===== config.mk =====
export PLATFORM = sky130hd
export DESIGN_NAME = cpu_core
export DESIGN_NICKNAME = d
export VERILOG_FILES = /design/src/rtl/cpu_pkg.sv /design/src/rtl/cpu_regfile.sv /design/src/rtl/cpu_alu.sv /design/src/rtl/cpu_ctrl.sv /design/src/rtl/cpu_core.sv
export SDC_FILE = /design/constraint.sdc
export NUM_CORES = 2
export LEC_CHECK = 0
export BUFFER_PORTS_ARGS = -buffer_cell sky130_fd_sc_hd__buf_2
export CORE_MARGIN = 4
export CORE_UTILIZATION = 31
export DETAILED_ROUTE_END_ITERATION = 7
export SLEW_MARGIN = 20
export SYNTH_ARGS = -nofsm -noshare
export SYNTH_HDL_FRONTEND = slang
export SYNTH_SLANG_ARGS = --single-unit
export TNS_END_PERCENT = 1

===== constraint.sdc =====
create_clock -name clk -period 6.7 [get_ports clk]
set_input_delay 1.005 -clock clk [delete_from_list [all_inputs] [get_ports clk]]
set_output_delay 1.005 -clock clk [all_outputs]
set_load 0.01 [all_outputs]

===== src/rtl/cpu_pkg.sv =====
package cpu_pkg;
    localparam int XLEN = 32;
    localparam int NREG = 16;
    localparam int RAW  = $clog2(NREG);

    localparam logic [RAW-1:0] SP_IDX = RAW'(14);
    localparam logic [RAW-1:0] PC_IDX = RAW'(15);

    localparam logic [3:0] OP_ADD3 = 4'h2;
    localparam logic [3:0] OP_SUB3 = 4'h3;
    localparam logic [3:0] OP_LDM  = 4'h8;
    localparam logic [3:0] OP_STM  = 4'h9;
    localparam logic [3:0] OP_LDI  = 4'hC;
    localparam logic [3:0] OP_BR   = 4'hD;
    localparam logic [3:0] OP_MISC = 4'hF;

    localparam logic [3:0] SUB_PUSH = 4'h0;
    localparam logic [3:0] SUB_POP  = 4'h1;
    localparam logic [3:0] SUB_CALL = 4'h2;
    localparam logic [3:0] SUB_RTS  = 4'h3;

    typedef enum logic [2:0] {S_FETCH, S_DECODE, S_EXEC, S_MEM, S_WB} state_e;

    typedef enum logic [3:0] {
        K_NOP, K_ALU, K_LDI, K_LDM, K_STM, K_BR, K_PUSH, K_POP, K_CALL, K_RTS
    } kind_e;

    typedef struct packed {
        logic z;
        logic n;
        logic c;
    } psw_t;

    function automatic kind_e classify(logic [15:0] w);
        kind_e k;
        k = K_NOP;
        case (w[15:12])
            OP_ADD3, OP_SUB3: k = K_ALU;
            OP_LDI:           k = K_LDI;
            OP_LDM:           k = K_LDM;
            OP_STM:           k = K_STM;
            OP_BR:            k = K_BR;
            OP_MISC: begin
                case (w[7:4])
                    SUB_PUSH: k = K_PUSH;
                    SUB_POP:  k = K_POP;
                    SUB_CALL: k = K_CALL;
                    SUB_RTS:  k = K_RTS;
                    default:  k = K_NOP;
                endcase
            end
            default: k = K_NOP;
        endcase
        return k;
    endfunction

    function automatic logic cond_met(logic [1:0] cc, psw_t p);
        logic r;
        case (cc)
            2'd0:    r = p.z;
            2'd1:    r = !p.n;
            2'd2:    r = p.n;
            default: r = p.c;
        endcase
        return r;
    endfunction

    function automatic logic four_step(kind_e k);
        return (k == K_LDM) || (k == K_STM) || (k == K_POP) ||
               (k == K_CALL) || (k == K_RTS);
    endfunction

    function automatic logic [XLEN-1:0] branch_target(logic [XLEN-1:0] pc, logic [9:0] off);
        return pc + {{(XLEN-11){off[9]}}, off, 1'b0} + XLEN'(2);
    endfunction
endpackage


===== src/rtl/cpu_regfile.sv =====
module cpu_regfile
    import cpu_pkg::*;
#(
    parameter logic [XLEN-1:0] RESET_PC = '0,
    parameter logic [XLEN-1:0] RESET_SP = '0
) (
    input  logic            clk,
    input  logic            rst,
    input  logic            we,
    input  logic [RAW-1:0]  waddr,
    input  logic [XLEN-1:0] wdata,
    input  logic [RAW-1:0]  raddr_a,
    input  logic [RAW-1:0]  raddr_b,
    input  logic [RAW-1:0]  raddr_c,
    output logic [XLEN-1:0] rdata_a,
    output logic [XLEN-1:0] rdata_b,
    output logic [XLEN-1:0] rdata_c,
    output logic [XLEN-1:0] pc,
    output logic [XLEN-1:0] sp
);
    logic [XLEN-1:0] regs [NREG];

    always_ff @(posedge clk) begin
        if (rst) begin
            for (int i = 0; i < NREG; i++) begin
                if (RAW'(i) == PC_IDX)      regs[i] <= RESET_PC;
                else if (RAW'(i) == SP_IDX) regs[i] <= RESET_SP;
                else                        regs[i] <= '0;
            end
        end else if (we) begin
            regs[waddr] <= wdata;
        end
    end

    assign rdata_a = regs[raddr_a];
    assign rdata_b = regs[raddr_b];
    assign rdata_c = regs[raddr_c];
    assign pc      = regs[PC_IDX];
    assign sp      = regs[SP_IDX];
endmodule


===== src/rtl/cpu_alu.sv =====
module cpu_alu
    import cpu_pkg::*;
(
    input  logic [XLEN-1:0] a,
    input  logic [XLEN-1:0] b,
    input  logic            sub,
    output logic [XLEN-1:0] y,
    output psw_t            flags
);
    logic [XLEN:0] sum;

    always_comb begin
        sum     = {1'b0, a} + {1'b0, (sub ? ~b : b)} + {{XLEN{1'b0}}, sub};
        y       = sum[XLEN-1:0];
        flags.z = (sum[XLEN-1:0] == '0);
        flags.n = sum[XLEN-1];
        flags.c = sum[XLEN];
    end
endmodule


===== src/rtl/cpu_ctrl.sv =====
module cpu_ctrl
    import cpu_pkg::*;
(
    input  logic            clk,
    input  logic            rst,
    input  logic [XLEN-1:0] mem_rdata,
    input  logic            pc_half,
    output state_e          state,
    output logic [15:0]     ir,
    output kind_e           kind
);
    assign kind = classify(ir);

    always_ff @(posedge clk) begin
        if (rst) begin
            state <= S_FETCH;
            ir    <= '0;
        end else begin
            case (state)
                S_FETCH: begin
                    ir    <= pc_half ? mem_rdata[31:16] : mem_rdata[15:0];
                    state <= S_DECODE;
                end
                S_DECODE: state <= S_EXEC;
                S_EXEC: begin
                    if (four_step(kind)) state <= (kind == K_CALL) ? S_WB : S_MEM;
                    else                 state <= S_FETCH;
                end
                default: state <= S_FETCH;
            endcase
        end
    end

    // a fetch is always followed by decode
    p_fetch_then_decode_r11: assert property (@(posedge clk) disable iff (rst)
        state == S_FETCH |=> state == S_DECODE);

    // only a call reaches the extra register write step
    p_wb_only_call_r9: assert property (@(posedge clk) disable iff (rst)
        state == S_WB |-> kind == K_CALL);

    // the instruction register changes only on a fetch
    p_ir_held_r2: assert property (@(posedge clk) disable iff (rst)
        state != S_FETCH |=> $stable(ir));
endmodule


===== src/rtl/cpu_core.sv =====
module cpu_core
    import cpu_pkg::*;
#(
    parameter logic [31:0] RESET_PC = 32'h0000_0000,
    parameter logic [31:0] RESET_SP = 32'h0000_03FC
) (
    input  logic        clk,
    input  logic        rst,
    output logic [31:0] mem_addr,
    output logic [31:0] mem_wdata,
    output logic        mem_we,
    input  logic [31:0] mem_rdata,
    output logic        fetch
);
    state_e          state;
    kind_e           kind;
    logic [15:0]     ir;
    logic [XLEN-1:0] rd_a, rd_b, rd_c, pc, sp;
    logic [XLEN-1:0] opa, opb, opc, mar;
    psw_t            psw, alu_flags;
    logic [XLEN-1:0] alu_y;
    logic            rf_we;
    logic [RAW-1:0]  rf_waddr, rb_addr;
    logic [XLEN-1:0] rf_wdata;

    cpu_ctrl u_ctrl (
        .clk(clk), .rst(rst), .mem_rdata(mem_rdata), .pc_half(pc[1]),
        .state(state), .ir(ir), .kind(kind)
    );

    // stack operations read the stack pointer through port B
    assign rb_addr = (ir[15:12] == OP_MISC) ? SP_IDX : ir[7:4];

    cpu_regfile #(.RESET_PC(RESET_PC), .RESET_SP(RESET_SP)) u_rf (
        .clk(clk), .rst(rst), .we(rf_we), .waddr(rf_waddr), .wdata(rf_wdata),
        .raddr_a(ir[11:8]), .raddr_b(rb_addr), .raddr_c(ir[3:0]),
        .rdata_a(rd_a), .rdata_b(rd_b), .rdata_c(rd_c), .pc(pc), .sp(sp)
    );

    cpu_alu u_alu (
        .a(opb), .b(opc), .sub(ir[15:12] == OP_SUB3), .y(alu_y), .flags(alu_flags)
    );

    always_ff @(posedge clk) begin
        if (rst) begin
            opa <= '0;
            opb <= '0;
            opc <= '0;
            mar <= '0;
            psw <= '0;
        end else begin
            if (state == S_DECODE) begin
                opa <= rd_a;
                opb <= rd_b;
                opc <= rd_c;
            end
            if (state == S_EXEC) begin
                if (kind == K_LDM || kind == K_STM)
                    mar <= opb + {{(XLEN-6){1'b0}}, ir[3:0], 2'b00};
                else
                    mar <= opb + XLEN'(4);
                if (kind == K_ALU) psw <= alu_flags;
            end
        end
    end

    // single register write port, steered by step and instruction kind
    always_comb begin
        rf_we    = 1'b0;
        rf_waddr = ir[11:8];
        rf_wdata = alu_y;
        case (state)
            S_FETCH: begin
                rf_we    = 1'b1;
                rf_waddr = PC_IDX;
                rf_wdata = pc + XLEN'(2);
            end
            S_EXEC: begin
                case (kind)
                    K_ALU: rf_we = 1'b1;
                    K_LDI: begin
                        rf_we    = 1'b1;
                        rf_wdata = {{(XLEN-8){1'b0}}, ir[7:0]};
                    end
                    K_BR: begin
                        rf_we    = cond_met(ir[11:10], psw);
                        rf_waddr = PC_IDX;
                        rf_wdata = branch_target(pc, ir[9:0]);
                    end
                    K_PUSH, K_CALL: begin
                        rf_we    = 1'b1;
                        rf_waddr = SP_IDX;
                        rf_wdata = opb - XLEN'(4);
                    end
                    K_POP, K_RTS: begin
                        rf_we    = 1'b1;
                        rf_waddr = SP_IDX;
                        rf_wdata = opb + XLEN'(4);
                    end
                    default: rf_we = 1'b0;
                endcase
            end
            S_MEM: begin
                rf_we    = (kind == K_LDM) || (kind == K_POP) || (kind == K_RTS);
                rf_waddr = (kind == K_RTS) ? PC_IDX : ir[11:8];
                rf_wdata = mem_rdata;
            end
            S_WB: begin
                rf_we    = 1'b1;
                rf_waddr = PC_IDX;
                rf_wdata = opa;
            end
            default: rf_we = 1'b0;
        endcase
    end

    // shared memory port
    always_comb begin
        mem_addr  = pc;
        mem_wdata = opa;
        mem_we    = 1'b0;
        if (state == S_EXEC && (kind == K_PUSH || kind == K_CALL)) begin
            mem_addr  = opb;
            mem_we    = 1'b1;
            mem_wdata = (kind == K_CALL) ? pc : opa;
        end else if (state == S_MEM) begin
            mem_addr = mar;
            mem_we   = (kind == K_STM);
        end
    end

    assign fetch = (state == S_FETCH);

    // every fetch advances the program counter by one halfword
    p_pc_step_r2: assert property (@(posedge clk) disable iff (rst)
        state == S_FETCH |=> pc == $past(pc) + 32'd2);

    // a push lowers the stack pointer by one word
    p_push_sp_r7: assert property (@(posedge clk) disable iff (rst)
        (state == S_EXEC && kind == K_PUSH) |=> sp == $past(sp) - 32'd4);

    // a pop raises the stack pointer by one word
    p_pop_sp_r8: assert property (@(posedge clk) disable iff (rst)
        (state == S_EXEC && kind == K_POP) |=> sp == $past(sp) + 32'd4);

    // memory writes happen only in execute or memory steps
    p_write_step_r5: assert property (@(posedge clk) disable iff (rst)
        mem_we |-> (state == S_EXEC || state == S_MEM));

    // status word changes only in an execute step
    p_psw_hold_r3: assert property (@(posedge clk) disable iff (rst)
        state != S_EXEC |=> $stable(psw));

    // call lands on the latched target register value
    p_call_target_r9: assert property (@(posedge clk) disable iff (rst)
        state == S_WB |=> pc == $past(opa));
endmodule


==> out/qor.yml <==
global_route.usage.met3_pct: 5.61
yosys_warnings: 0
grt_pass1_wl_um: 269000
grt_pass1_vias: 37500
max_freq_mhz: 181
setup.worst_path.start: "u_ctrl.ir[13]"
setup_ws_ps: 1180
busiest_layer: "met2"
critPathCapture: "psw[2]"
fin_crit_sh_pct: 82.3
syn_inst: 4344
comb_power_share_pct: 30.3
p_total_uw: 13700
io_pins: 100
numClockSinks: 662
rsz0062_at_grt: "false"
die_h_um: 387
ys_ff_latch: 662
place_ws_ps: 1280
synth_ff_type: "edfxtp_1"
synthesis.nets: 4478
timing.rr.start: "u_ctrl.ir[13]"
whs_ps: 457
worstPathMaxFanout: 14
status: "complete, no violations"
grt_use_met1_pct: 32.6
totalWireLength_um: 189000
synth_edf_count: 512
numPortBuffers: 99
stdcell_area_um2: 49900
swShare_pct: 35.3
cts-root-buf: "clkbuf_16"
setup_tns_ps: 0
dieArea_um2: 149000
max_slew_margin_pct: 22.4
async_reset_ff_share_pct: 0
cap_violations: 0
firstDrtPassIters: 7
p_int_uw: 8860
core-area_um2: 142000
finalSetupViolCount: 0
track_usage_pct: 24.3
drt.antenna.violating_nets: 0
wl_per_cell_um: 30.5
r2r_setup_slack_ps: 1180
worstSetupPathType: "reg2reg"
skew_ps: 36.6
seqPwrFrac_pct: 37.1
cts_hold_buf: 0
start_util_pct: 31.3
fin_crit_ps: 5520
leakage_uw: 0.0173
die_x_um: 387
r2r_cells: 14
vias_per_cell: 6.39
tightest_slew_ps: 1160
grt_overflow: 0
insertion_delay_ps: 690
hp-class: "reg2reg"
critical_path.endpoint_type: "flop"
clkPwrFrac_pct: 32.6
ys_seq_area_share_pct: 41.4
cts-htree-levels: 3
drive_gt1_share_pct: 19.4
finalMaxSlewViolations: 0
drc: 0
num_rows: 138
syn2layout_area_growth_pct: 12.2
grt_max_degree: 122
ir_drop_uv: 183
avgSynthCellArea_um2: 10.2
p_sw_uw: 4850
drt-initial-drc-count: 6414
clk_pin_slew_worst_paths_ps: 60
globalRouteMet2Util_pct: 36.8
r2r_end: "psw[2]"
power_density_nw_per_um2: 275
cts_tree: "built"
cts_buffer_depth: 3
hpwl_um: 124000
cts_buffers: 76
nets: 4372
post_synth_instance_area_um2: 44400
cts_resized: 0
synth_cell_types: 87
crit_required_ps: 7310
arrival_ps: 6120
antenna_found_initial: 7
postCtsSetupBuffers: 0
vias: 39600
gp_congestion: 0.995
dpl-instance-area_um2: 47200
cp-start-kind: "flop"
hold_viol: 0
layer usage:
metal,vias to the layer above,part of all wire [%]
li1,16300,-
met1,19600,38
met2,3090,43
met3,627,13
met4,4,5.8
met5,-,0.014
per-stage QoR:
stage / cells / util (%)
floorplan: 4344 / -
global placement: 6049 / 33.2
detailed placement: 6049 / 33.2
CTS: 6191 / 35.1
global route: 6192 / 35.1
finish: 6197 / 35.1
cell usage after synthesis (9+ instances only):
library cell	number	area [um^2]
nor2_1	628	2360
nand2_1	546	2050
edfxtp_1	512	15400
clkbuf_1	383	1440
mux4_2	352	7930
a21oi_1	215	1080
o21ai_0	182	911
dfxtp_1	150	3000
a211oi_1	137	1030
a31oi_1	113	707
ha_1	97	1210
o22ai_1	91	569
xor2_1	82	718
and3_1	81	507
o221ai_1	74	648
nor3_1	68	340
xnor2_1	67	587
buf_1	56	210
nand3_1	54	270
nand4_1	34	213
inv_1	32	120
mux2_2	29	327
nand2b_1	26	163
a21o_1	25	188
mux2i_1	23	230
o21a_1	23	173
nor2b_1	20	125
o21ai_1	18	90.1
nor4_1	14	87.6
or3_1	14	87.6
a221oi_1	13	114
a22oi_1	12	90.1
and2_1	12	75.1
and4_1	12	105
a311oi_1	9	78.8
o211ai_1	9	67.6
o21bai_1	9	67.6
or4_1	9	67.6
worst min path at each step:
stage	startpoint	endpoint	slack [ps]	cells past startpoint
2_1_floorplan	mar[0]	mar[0]	440	2
3_3_place_gp	mar[1]	mar[1]	450	2
3_5_place_dp	mar[1]	mar[1]	450	2
4_1_cts	mar[1]	mar[1]	450	2
5_1_grt	mar[1]	mar[1]	480	2
6_report	mar[1]	mar[1]	460	2
logic make-up after synthesis:
| group | after synthesis | synth area share (%) |
|---|---|---|
| AO/OA/AOI/OAI | 1000 | 14.6 |
| XOR/XNOR | 149 | 2.94 |
| adder cells (fa/ha/maj) | 100 | 2.87 |
| buffers and inverters | 479 | 4.06 |
| flip-flops | 662 | 41.4 |
| multiplexers | 404 | 19.1 |
| AND/OR/NAND/NOR | 1550 | 15.1 |
power by group through the flow:
stage / logic, uW / clock network (uW) / registers (uW)
after floorplan: 2760 / 0 / 4900
after global placement: 4010 / 0 / 5130
after detailed placement: 4030 / 0 / 5140
after CTS: 4040 / 4500 / 5050
after global routing: 4350 / 4670 / 5090
final: 4150 / 4480 / 5080
worst max-delay path: stages, from the launching register on:
cell	delay [ps]
dfxtp_1	590
nor4bb_4	820
buf_4	350
xor2_1	170
ha_1	330
a21o_1	230
o21bai_1	180
a221oi_1	290
o211ai_1	250
o31ai_4	480
xor2_1	390
nand4_1	160
or4_1	520
or4_1	500
o31ai_2	170
layout make-up:
class                   instances  area (um^2)
inverters                      36          138
well taps                    1890         2360
clock inverters                40          527
flip-flops and latches        662        18400
clock buffers                 102         2110
diodes                          5         12.5
fillers                     14100        92100
repair buffers                259         1850
multi-input cells            3203        24400
registers in the layout, summed over array words and instances (netlist names):
register / count
opb: 32
mar: 32
u_rf.regs: 512
psw: 3
u_ctrl.state: 3
opc: 32
u_ctrl.ir: 16
opa: 32
cell usage in the layout (no fill, tap or decap), types with 15 or more instances in the layout:
| master | n |
|---|---|
| nor2_1 | 621 |
| nand2_1 | 534 |
| edfxtp_1 | 512 |
| mux4_2 | 352 |
| a21oi_1 | 214 |
| o21ai_0 | 182 |
| buf_4 | 148 |
| dfxtp_1 | 142 |
| a211oi_1 | 136 |
| a31oi_1 | 113 |
| buf_2 | 98 |
| ha_1 | 97 |
| o22ai_1 | 90 |
| xor2_1 | 82 |
| and3_1 | 81 |
| clkbuf_16 | 78 |
| o221ai_1 | 74 |
| nor3_1 | 67 |
| xnor2_1 | 67 |
| nand3_1 | 54 |
| nand4_1 | 34 |
| inv_1 | 32 |
| mux2_2 | 29 |
| a21o_1 | 25 |
| mux2i_1 | 23 |
| o21a_1 | 23 |
| nor2b_1 | 20 |
| clkbuf_1 | 17 |
| nand2b_2 | 16 |
| o21ai_1 | 15 |
(Power assumes the default switching activity.)
